$ cat config.mk
export PLATFORM = sky130hd
export DESIGN_NAME = pwm_dual_slope
export DESIGN_NICKNAME = d
export VERILOG_FILES = /design/src/rtl/pwm_dual_pkg.sv /design/src/rtl/pwm_tri_counter.sv /design/src/rtl/pwm_cmp_channel.sv /design/src/rtl/pwm_dual_slope.sv
export SDC_FILE = /design/constraint.sdc
export NUM_CORES = 1
export LEC_CHECK = 0
export BUFFER_PORTS_ARGS = -buffer_cell sky130_fd_sc_hd__buf_4
export CORE_MARGIN = 3
export CORE_UTILIZATION = 45
export DETAILED_ROUTE_END_ITERATION = 8
export PLACE_DENSITY = 0.61
export SETUP_SLACK_MARGIN = 0.02
export SYNTH_ARGS = -nofsm -noshare
export SYNTH_HDL_FRONTEND = slang
export SYNTH_SLANG_ARGS = --single-unit
$ cat constraint.sdc
create_clock -name clk -period 4.15 [get_ports clk]
set_input_delay 0 -clock clk [delete_from_list [all_inputs] [get_ports clk]]
set_output_delay 0 -clock clk [all_outputs]
set_load 0.05 [all_outputs]
$ cat src/rtl/pwm_dual_pkg.sv
package pwm_dual_pkg;
  // Output mode encoding per channel
  typedef enum logic [1:0] {
    OM_OFF_A = 2'b00,
    OM_OFF_B = 2'b01,
    OM_PLAIN = 2'b10,
    OM_INV   = 2'b11
  } out_mode_e;

  function automatic logic mode_active(input logic [1:0] m);
    return m[1];
  endfunction

  function automatic logic mode_inverted(input logic [1:0] m);
    return m[0];
  endfunction
endpackage

$ cat src/rtl/pwm_tri_counter.sv
module pwm_tri_counter #(
  parameter int WIDTH = 10
) (
  input  logic             clk,
  input  logic             rst,
  input  logic             tick,
  output logic [WIDTH-1:0] cnt_q,
  output logic             up_q,
  output logic [WIDTH-1:0] cnt_nxt
);
  localparam logic [WIDTH-1:0] TOP  = '1;
  localparam logic [WIDTH-1:0] ZERO = '0;
  localparam logic [WIDTH-1:0] ONE  = WIDTH'(1);

  always_comb begin
    cnt_nxt = up_q ? cnt_q + ONE : cnt_q - ONE;
  end

  always_ff @(posedge clk) begin
    if (rst) begin
      cnt_q <= ZERO;
      up_q  <= 1'b1;
    end else if (tick) begin
      cnt_q <= cnt_nxt;
      if (cnt_nxt == TOP)
        up_q <= 1'b0;
      else if (cnt_nxt == ZERO)
        up_q <= 1'b1;
    end
  end
endmodule

$ cat src/rtl/pwm_cmp_channel.sv
module pwm_cmp_channel
  import pwm_dual_pkg::*;
#(
  parameter int WIDTH = 10
) (
  input  logic             clk,
  input  logic             rst,
  input  logic             tick,
  input  logic             wr,
  input  logic [WIDTH-1:0] wdata,
  input  logic [1:0]       mode,
  input  logic [WIDTH-1:0] cnt_nxt,
  input  logic             step_up,
  output logic [WIDTH-1:0] hold_q,
  output logic             pwm_q
);
  localparam logic [WIDTH-1:0] TOP  = '1;
  localparam logic [WIDTH-1:0] ZERO = '0;

  logic [WIDTH-1:0] active_q;
  logic [WIDTH-1:0] cmp_eff;
  logic             at_top;
  logic             hit;
  logic             inv;

  always_comb begin
    at_top  = (cnt_nxt == TOP);
    // the step onto TOP already compares against the freshly loaded value
    cmp_eff = at_top ? hold_q : active_q;
    hit     = tick && (cnt_nxt == cmp_eff);
    inv     = mode_inverted(mode);
  end

  always_ff @(posedge clk) begin
    if (rst) begin
      hold_q   <= ZERO;
      active_q <= ZERO;
    end else begin
      if (wr)
        hold_q <= wdata;
      if (tick && at_top)
        active_q <= hold_q;
    end
  end

  always_ff @(posedge clk) begin
    if (rst) begin
      pwm_q <= 1'b0;
    end else if (!mode_active(mode)) begin
      pwm_q <= 1'b0;
    end else if (hit) begin
      if (cmp_eff == ZERO)
        pwm_q <= inv;
      else if (cmp_eff == TOP)
        pwm_q <= ~inv;
      else
        pwm_q <= step_up ? inv : ~inv;
    end
  end
endmodule

$ cat src/rtl/pwm_dual_slope.sv
module pwm_dual_slope #(
  parameter int WIDTH = 10,
  parameter int NCH   = 2
) (
  input  logic             clk,
  input  logic             rst,
  input  logic             tick,
  input  logic             wr_en,
  input  logic             wr_sel,
  input  logic [WIDTH-1:0] wr_data,
  input  logic             rd_sel,
  output logic [WIDTH-1:0] rd_data,
  input  logic [1:0]       mode_a,
  input  logic [1:0]       mode_b,
  output logic             pwm_a,
  output logic             pwm_b,
  output logic [WIDTH-1:0] count,
  output logic             counting_up
);
  localparam int SELW = (NCH > 1) ? $clog2(NCH) : 1;

  logic [WIDTH-1:0] cnt_nxt;
  logic [WIDTH-1:0] hold_v [NCH];
  logic [NCH-1:0]   pwm_v;
  logic [1:0]       mode_v [NCH];
  logic [SELW-1:0]  wsel_ix;
  logic [SELW-1:0]  rsel_ix;

  assign mode_v[0] = mode_a;
  assign mode_v[1] = mode_b;
  assign wsel_ix   = SELW'(wr_sel);
  assign rsel_ix   = SELW'(rd_sel);

  pwm_tri_counter #(.WIDTH(WIDTH)) u_cnt (
    .clk     (clk),
    .rst     (rst),
    .tick    (tick),
    .cnt_q   (count),
    .up_q    (counting_up),
    .cnt_nxt (cnt_nxt)
  );

  for (genvar ch = 0; ch < NCH; ch++) begin : g_ch
    pwm_cmp_channel #(.WIDTH(WIDTH)) u_chan (
      .clk     (clk),
      .rst     (rst),
      .tick    (tick),
      .wr      (wr_en && (wsel_ix == SELW'(ch))),
      .wdata   (wr_data),
      .mode    (mode_v[ch]),
      .cnt_nxt (cnt_nxt),
      .step_up (counting_up),
      .hold_q  (hold_v[ch]),
      .pwm_q   (pwm_v[ch])
    );
  end

  always_ff @(posedge clk) begin
    if (rst)
      rd_data <= '0;
    else
      rd_data <= hold_v[rsel_ix];
  end

  assign pwm_a = pwm_v[0];
  assign pwm_b = pwm_v[1];
endmodule

* Word-level counts from Yosys, hierarchy flattened
Cells that the tools add are included.
** Word-level totals
- Logic and storage cells :: 49
- Input port bits :: 20
- Output and inout port bits :: 23
- Register bits :: 63
** Cells by class
- $lt $le $gt $ge :: 1
- $add $sub $neg :: 2
- Bitwise operators :: 6
- Reduce and logical (&&, ||, !) cells :: 12
- Mux-type cells :: 14
- Eq/ne operators :: 5
** Operators with widths (count)
- two-way mux 10 bit :: 6
- equality test 10 bit (second input constant) :: 3
- zero test 10 bit :: 3
- equality test 10 bit :: 2
- adder 10 x 1 -> 10 bit (second input constant) :: 1
- subtractor 10 x 1 -> 10 bit (second input constant) :: 1
- two-way mux 1 bit :: 8
- logical AND 1 bit :: 5
- inverter 1 bit :: 5
- OR reduction 2 bit :: 2
- >= comparator 2 bit (second input constant) :: 1
- inverter 1 -> 2 bit :: 1
- AND reduction 2 bit :: 1
- nonzero test 2 bit :: 1

* Depth between registers and ports, before layout
Gate-level depths: netlist of the first run.
- Depth in word-level cells :: 7
- Gate-level depth with buffers :: 13
- Mapped depth without buffers :: 12

* Hierarchy
Synthesis of the first run repeated with hierarchy kept, for this count alone.
** Second synthesis, totals
- Cells, all modules :: 399
- Area total of the unflattened synthesis :: 3504.6 um2
** By module, submodules not included
- pwm_cmp_channel :: cells each 136, instances 2, area an instance 1143.6 um2
- pwm_tri_counter :: cells each 93, instances 1, area an instance 852.1 um2
- pwm_dual_slope :: cells each 34, instances 1, area an instance 365.4 um2

* Least setup slack after synthesis of the first run
No wires, ideal clock.
- Path type :: register to register
- Start :: register u_cnt.up_q
- End :: register g_ch[0].u_chan.pwm_q
- Stages on the path, launching flop included :: 13
- Setup time :: 0.112 ns
- Arrival time :: 4.024 ns
- Path slack :: 0.013 ns
- Required time :: 4.038 ns
- Path through :: dfxtp_1 > inv_1 > ha_1 > a21o_1 > a21o_1 > or4_4 > and3_1 > buf_6 > o311ai_2 > o31ai_1 > a311o_1 > o41a_1 > a2111oi_1
** On the way
- Cells in the longest elaborated chain, start to end :: 6
** Ends and longest elaborated chain
- start, declared :: line pwm_tri_counter.sv:8 : output logic up_q,
- start signal, assigned :: line pwm_tri_counter.sv:22 : up_q <= 1'b1;
- start signal, assigned :: line pwm_tri_counter.sv:26 : up_q <= 1'b0;
- start signal, assigned :: line pwm_tri_counter.sv:28 : up_q <= 1'b1;
- two-way mux 10 bit :: line pwm_tri_counter.sv:16 : cnt_nxt = up_q ? cnt_q + ONE : cnt_q - ONE;
- equality test 10 bit :: line pwm_cmp_channel.sv:27 : at_top = (cnt_nxt == TOP);
- two-way mux 10 bit :: line pwm_cmp_channel.sv:29 : cmp_eff = at_top ? hold_q : active_q;
- equality test 10 bit :: line pwm_cmp_channel.sv:54 : else if (cmp_eff == TOP)
- two-way mux 1 bit :: line pwm_cmp_channel.sv:54
- two-way mux 1 bit :: line pwm_cmp_channel.sv:52 : if (cmp_eff == ZERO)
- end signal, assigned :: line pwm_cmp_channel.sv:53 : pwm_q <= inv;
- end signal, assigned :: line pwm_cmp_channel.sv:55 : pwm_q <= ~inv;
- end signal, assigned :: line pwm_cmp_channel.sv:57 : pwm_q <= step_up ? inv : ~inv;
- end, declared :: line pwm_cmp_channel.sv:15 : output logic pwm_q
Parallel ways exist; a longest one is shown, timed or not.
A chain may end at the register's enable or synchronous reset.

* Worst setup path after layout of the first run
Same ends and word-level chain as after synthesis.

==> flow_metrics.env, run 1 <==
export IMPL_outcome="finished clean"
export IMPL_drtPass1Iterations=5
export IMPL_netlist_area_sq_um=3940
export IMPL_grt_max_degree=64
export IMPL_synth_area_top_cells="dfxtp_1, nand2_1, a21oi_1"
export IMPL_rsz0062_at_grt="false"
export IMPL_portBuffers=42
export IMPL_power_density_nw_per_um2=275
export IMPL_crit_chain="clkinvlp_4 > fa_2 > xnor2_1 > or4_4 > a211oi_4 > o211ai_4 > o311ai_2 > o31ai_1 > a311o_1 > o41a_1 > a2111oi_1"
export IMPL_p_leak_nw=1.88
export IMPL_start_kind="register"
export IMPL_ys_ff_latch=63
export IMPL_end_kind="register"
export IMPL_drive_gt1_share_pct=18.2
export IMPL_die_w_microns=99.6
export IMPL_synth_mux_area_share_pct=6.67
export IMPL_synth_top_family_by_area="simple AND/OR/NAND/NOR gates"
export IMPL_hold_class="in -> reg"
export IMPL_ios=43
export IMPL_synth_simple_area_share_pct=27.0
export IMPL_critPathMaxFanout=9
export IMPL_reg2reg_depth=11
export IMPL_wl_per_cell_microns=18.1
export IMPL_fin_crit_sh_pct=95.4
export IMPL_worstHoldPathCells=4
export IMPL_clkTransAtPathRegs_ns=0.08
export IMPL_max_slew_margin_pct=56.1
export IMPL_clkSinkCount=63
export IMPL_track_usage_pct=24.1
export IMPL_start_util_pct=47.3
export IMPL_grt_pass1_wl_microns=19000
export IMPL_dp_hpwl_microns=8580
export IMPL_vias=3936
export IMPL_finalCriticalPeriod_ns=3.96
export IMPL_synth_edf_count=0
export IMPL_yosys_area_top_type="dfxtp_1"
export IMPL_final_max_slew_viol_count=0
export IMPL_fmax_mhz=253
export IMPL_dp_slack_ns=0.182
export IMPL_rows=33
export IMPL_cts_buffers=9
export IMPL_ant_nets=0
export IMPL_cap_violations=0
export IMPL_clock_skew_ns=0.00990
export IMPL_antenna_cells=0
export IMPL_antenna_found_initial=0
export IMPL_synth_compound_area_share_pct=21.4
export IMPL_grt_pass1_vias=3651
export IMPL_clock_latency_ns=0.34
export IMPL_drt_iter0_drc=294
export IMPL_synth_nets=529
export IMPL_yosys_warnings=0
export IMPL_ys_seq_area_share_pct=32.0
export IMPL_die_y_microns=99.6
export IMPL_peakVddDrop_mv=0.182
export IMPL_hold_violations=0
export IMPL_fin_setup_tns_ns=0
export IMPL_critPathKind="reg -> reg"
export IMPL_async_reset_ff_share_pct=0
export IMPL_synth_top_area_share_pct=32.0
export IMPL_cts_buffer_depth=2
export IMPL_nets=587
export IMPL_gp_congestion=0.923
export IMPL_syn_avg_cell_area_sq_um=7.91
export IMPL_overflow=0
export IMPL_worst_endpoint_required_ns=4.39
export IMPL_htreeDepth=3
export IMPL_cts_root_buf="clkbuf_8"
export IMPL_drt_total_wl_microns=12100
export IMPL_setup_viol=0
export IMPL_core_sq_um=8340
export IMPL_drcViolationCount=0
export IMPL_synth_fa_ha_area_share_pct=3.68
export IMPL_fillers=823
export IMPL_setup_slack_ns=0.191
export IMPL_synth_top_flop_cell="dfxtp_1"
export IMPL_cp_slowest_cell="or4_4"
export IMPL_drt_vias_per_instance=5.91
export IMPL_synth_cell_type_count=70
export IMPL_cts_tree="yes"
export IMPL_die_area_sq_um=9920
export IMPL_syn2layout_area_growth_pct=20.3
export IMPL_critPathMaxStageDelay_ns=0.52
export IMPL_syn_inst=498
export IMPL_regArea_sq_um=1260
export IMPL_synth_xor_xnor_area_share_pct=4.25
export IMPL_worst_slew_pin_slew_ns=0.658
export IMPL_arrival_ns=4.20
export IMPL_multiInputGateArea_sq_um=2520
-- worst max-delay path, delay by kind of cell (launching register included) --
family	cells	cell delay (ns)
xor gates and xnor gates	1	0.20
and+or+nand+nor	1	0.52
adders and majority gates	1	0.43
buffers and inverters	1	0.22
AOI/OAI and AO/OA	7	2.03
DFF	1	0.44
-- Yosys cell counts (2+ instances only) --
library cell	number
dfxtp_1	63
o21ai_0	7
nand3b_1	2
a31oi_1	6
o31ai_1	4
inv_1	16
o221ai_1	2
nor2b_1	6
ha_1	10
nand4_1	16
xor2_1	5
and2_1	3
nor4_1	12
buf_6	3
a221oi_1	3
nand2_1	99
a21oi_1	54
nand3_1	10
or4_1	2
and3_1	6
o311a_1	2
a32oi_1	2
a2111oi_0	2
a211oi_1	3
buf_1	2
xnor3_1	2
a21o_1	6
o2111ai_1	6
a211o_1	2
clkbuf_1	20
nand2b_1	6
nor3_1	8
or4_4	2
mux2i_1	24
nor2_1	37
mux2_2	2
or3_1	2
xnor2_1	9
-- final timing paths --
path                                      from              endpoint  slack [ns]
worst max-delay path                u_cnt.up_q  g_ch[0].u_chan.pwm_q        0.19
worst min-delay path                 mode_b[0]  g_ch[1].u_chan.pwm_q        0.02
worst max register to register      u_cnt.up_q  g_ch[0].u_chan.pwm_q        0.19
worst min register to register  u_cnt.cnt_q[3]        u_cnt.cnt_q[3]        0.49
-- sequential cells by signal (all words and copies together), names as in the netlist --
name and cells:
g_ch.u_chan.pwm_q 2, g_ch.u_chan.active_q 20, u_cnt.up_q 1, rd_data 10
u_cnt.cnt_q 10, g_ch.u_chan.hold_q 20
-- per-stage QoR --
step | area, sq um | hold WS [ns] | util [%] | power [mW] | instances
4_1_cts | 4680 | 0.0191 | 56.1 | 1.31 | 662
5_1_grt | 4740 | 0.0401 | 56.9 | 1.36 | 666
2_1_floorplan | 3940 | 0.123 | - | 0.750 | 498
3_3_place_gp | 4370 | 0.253 | 52.3 | 0.805 | 633
6_report | 4740 | 0.0218 | 56.9 | 1.31 | 666
3_5_place_dp | 4370 | 0.268 | 52.3 | 0.804 | 633
-- kinds of logic after synthesis --
| family | count (synthesis) |
|---|---|
| XOR/XNOR | 16 |
| AND/OR/NAND/NOR | 220 |
| buffers and inverters | 43 |
| adder cells (fa/ha/maj) | 11 |
| flip-flops | 63 |
| multiplexers | 26 |
| AO/OA/AOI/OAI | 119 |
-- report_power, final --
group | switching [mW] | internal, mW
Combinational | 0.0901 | 0.0687
Sequential | 0.0252 | 0.619
Clock | 0.267 | 0.235
-- repair_timing --
| action | in CTS | in global routing |
|---|---|---|
| hold buffers | 13 | 0 |
| hold endpoints to repair | 22 | 0 |
| setup endpoints to repair | 0 | 1 |
| resized for setup | 0 | 10 |
| buffers inserted | 0 | 3 |
-- layout by cell type (no fill, tap or decap), types with 7 or more instances in the layout --
master          n
mux2i_1        24
buf_4          60
xnor2_1         9
nor4_1         12
o21ai_0         7
nand3_1        10
inv_1          15
nor2_1         37
clkbuf_8       10
nand2_1        99
nand4_1        16
a21oi_1        54
dlygate4sd3_1  13
dfxtp_1        62
nor3_1          8
-- routing by layer --
layer | share of wire, % | vias to the layer above | global-route usage (%)
met5 | 0 | - | 0
met2 | 47 | 137 | 38.3
met3 | 5.6 | 27 | 3.72
met1 | 45 | 1850 | 33.0
li1 | - | 1922 | -
met4 | 2.4 | 0 | 9.03
-- area by class of cell --
class	instances	share of cell area [%]
repair inverters	1	0.158
multi-input cells	392	53.1
inverters	16	1.35
well taps	105	2.77
clock inverters	6	0.897
clock buffers	10	2.90
flip-flops and latches	63	26.6
repair buffers	73	12.2
No activity file was read; power rests on OpenSTA's default activity.
==> run 2, diff against run 1 <==
--- a/config.mk
+++ b/config.mk
@@ -5,11 +5,12 @@
 export SDC_FILE = /design/constraint.sdc
 export NUM_CORES = 1
 export LEC_CHECK = 0
+export ABC_AREA = 1
 export BUFFER_PORTS_ARGS = -buffer_cell sky130_fd_sc_hd__buf_4
 export CORE_MARGIN = 3
-export CORE_UTILIZATION = 45
+export CORE_UTILIZATION = 59
 export DETAILED_ROUTE_END_ITERATION = 8
-export PLACE_DENSITY = 0.61
+export PLACE_DENSITY = 0.88
 export SETUP_SLACK_MARGIN = 0.02
 export SYNTH_ARGS = -nofsm -noshare
 export SYNTH_HDL_FRONTEND = slang
==> flow_metrics.env, run 2 <==
export IMPL_outcome="finished clean"
export IMPL_cap_violations=0
export IMPL_vias=4202
export IMPL_worst_endpoint_required_ns=4.39
export IMPL_clock_skew_ns=0.0141
export IMPL_gr_usage_met2_pct=49.1
export IMPL_end_kind="register"
export IMPL_power_share_clock_pct=38.3
export IMPL_synth_nets=650
export IMPL_drive_gt1_share_pct=12.2
export IMPL_synth_edf_count=0
export IMPL_final_cell_mix="nand2_1, inv_1, nor2_1"
export IMPL_worst_slew_pin_slew_ns=1.18
export IMPL_internal_power_mw=1.00
export IMPL_use_met1_pct=40.5
export IMPL_cts_root_buf="clkbuf_8"
export IMPL_cts_buffer_depth=2
export IMPL_drtPass1Iterations=5
export IMPL_largest_registers="g_ch.u_chan.active_q x20, g_ch.u_chan.hold_q x20"
export IMPL_arrival_ns=3.91
export IMPL_power_density_nw_per_um2=321
export IMPL_start_util_pct=62.6
export IMPL_wl_per_cell_microns=14.9
export IMPL_track_usage_pct=30.6
export IMPL_netlist_area_sq_um=3820
export IMPL_use_met3_pct=5.42
export IMPL_htreeDepth=3
export IMPL_synth_common_cells="nand2_1, inv_1, nor2_1"
export IMPL_seq_power_share_pct=45.5
export IMPL_start_kind="register"
export IMPL_cts_tree="yes"
export IMPL_rsz0062_at_grt="false"
export IMPL_peakVddDrop_mv=0.318
export IMPL_cts_setup_buffers=0
export IMPL_grt_pass1_wl_microns=18300
export IMPL_swShare_pct=30.3
export IMPL_max_slew_margin_pct=21.1
export IMPL_ys_ff_latch=63
export IMPL_dp_hpwl_microns=8010
export IMPL_fin_util_pct=73.5
export IMPL_critPathKind="reg -> reg"
export IMPL_synth_top_area_share_pct=33.0
export IMPL_ys_seq_area_share_pct=33.0
export IMPL_clock_latency_ns=0.34
export IMPL_hold_class="in -> reg"
export IMPL_critPathMaxFanout=15
export IMPL_drcViolationCount=0
export IMPL_synth_most_common_cell="nand2_1"
export IMPL_fin_crit_sh_pct=88.5
export IMPL_drt_total_wl_microns=11100
export IMPL_overflow=0
export IMPL_yosys_warnings=0
export IMPL_syn2layout_area_growth_pct=17.4
export IMPL_final_max_slew_viol_count=0
export IMPL_syn_inst=619
export IMPL_ant_nets=0
export IMPL_setup_viol=0
export IMPL_synth_top_flop_cell="dfxtp_1"
export IMPL_nets=696
export IMPL_final_common_cell="nand2_1"
export IMPL_async_reset_ff_share_pct=0
export IMPL_grt_pass1_vias=3829
export IMPL_p_sw_mw=0.436
export IMPL_yosys_area_top_type="dfxtp_1"
export IMPL_clkTransAtPathRegs_ns=0.08
export IMPL_drt_iter0_drc=425
export IMPL_die_area_sq_um=7470
export IMPL_ios=43
export IMPL_antenna_cells=0
export IMPL_synth_area_top_cells="dfxtp_1, nand2_1, inv_1"
export IMPL_finalCriticalPeriod_ns=3.67
export IMPL_grt_max_degree=49
export IMPL_core_sq_um=6100
export IMPL_gp_congestion=1.06
export IMPL_die_w_microns=86.5
export IMPL_power_frac_comb_pct=16.1
export IMPL_portBuffers=42
export IMPL_drt_vias_per_instance=5.64
export IMPL_fmax_mhz=272
export IMPL_hold_violations=0
export IMPL_syn_avg_cell_area_sq_um=6.17
export IMPL_p_leak_nw=2.24
export IMPL_synth_cell_type_count=29
export IMPL_fin_setup_tns_ns=0
export IMPL_antenna_found_initial=0
export IMPL_clkSinkCount=63
export IMPL_cts_buffers=9
export IMPL_die_y_microns=86.5
export IMPL_rows=28
export IMPL_grt_busiest_layer="met2"
[run 2: cell count changes in the layout (fill, tap and decap cells not counted), sizes merged, moves of 14 or more]
cell | previous run | this run
nand2 | 99 | 199
inv | 17 | 74
o21ai | 8 | 53
nor2 | 37 | 68
nand3 | 12 | 40
mux2i | 24 | 0
buf | 60 | 46
[run 2: cell families (layout without fill, tap and decap cells)]
family	after synthesis	count (layout)	share of synthesized area [%]
and+or+nand+nor	330	330	36.7
AOI/OAI and AO/OA	112	112	15.3
buffers and inverters	100	151	10.5
DFF	63	63	33.0
adders and majority gates	11	11	3.80
xor gates and xnor gates	3	3	0.688
[run 2: routing by layer]
metal  vias up  routed length (microns)
met5         -                        0
met4         0                      319
met1      1874                     4720
met3        34                     1000
li1       2075                        -
met2       219                     5070
[run 2: path summary, 6_finish.rpt]
path	start	end	slack, ns	cells after the start
max reg2reg	u_cnt.up_q	g_ch[0].u_chan.pwm_q	0.48	22
min	mode_b[0]	g_ch[1].u_chan.pwm_q	0.03	5
max	u_cnt.up_q	g_ch[0].u_chan.pwm_q	0.48	22
min reg2reg	g_ch[1].u_chan.hold_q[6]	g_ch[1].u_chan.active_q[6]	0.46	2
[run 2: critical path, stage by stage (launching register included)]
cell	delay (ns)
dfxtp_1	0.46
inv_1	0.24
ha_1	0.47
nand2_1	0.13
nand3_2	0.10
nand3_1	0.11
nand2_1	0.08
nand2_1	0.06
nand2_2	0.12
nand2_2	0.08
nor2_4	0.30
buf_4	0.24
nand3_2	0.20
nand2_1	0.12
nand2_1	0.08
nand2_1	0.06
o21ai_0	0.11
nor2_1	0.18
nand2_1	0.07
nor2_1	0.15
nand2_1	0.07
nor2_1	0.08
nor2_1	0.04
[run 2: power by group through the flow]
stage | clock, mW | sequential (mW) | combinational [mW]
floorplan | 0 | 0.705 | 0.106
global placement | 0 | 0.667 | 0.213
detailed placement | 0 | 0.668 | 0.217
CTS | 0.551 | 0.654 | 0.228
global route | 0.581 | 0.658 | 0.255
finish | 0.551 | 0.655 | 0.232
[run 2: per-stage QoR]
| step | cell area [sq um] | hold WS, ns | setup WS (ns) | instances | power [mW] |
|---|---|---|---|---|---|
| 6_report | 4480 | 0.0333 | 0.479 | 745 | 1.44 |
| 3_5_place_dp | 4140 | 0.236 | 0.508 | 715 | 0.884 |
| 5_1_grt | 4480 | 0.0577 | 0.147 | 745 | 1.49 |
| 3_3_place_gp | 4140 | 0.230 | 0.682 | 715 | 0.879 |
| 4_1_cts | 4480 | 0.0228 | 0.476 | 745 | 1.43 |
| 2_1_floorplan | 3820 | 0.135 | 0.967 | 619 | 0.811 |
[run 2: area by class of cell]
type | instances | area (sq um)
clock buffer | 11 | 141
clock inverter | 5 | 57.6
fill | 486 | 1610
inverter | 75 | 282
multi-input combinational | 456 | 2160
sequential | 63 | 1260
tap | 75 | 93.8
timing repair buffer | 60 | 485
[run 2: timing repair]
item	4_1_cts	5_1_grt
hold buffers	14	0
resized for setup	0	1
setup endpoints to repair	0	1
hold endpoints to repair	46	0
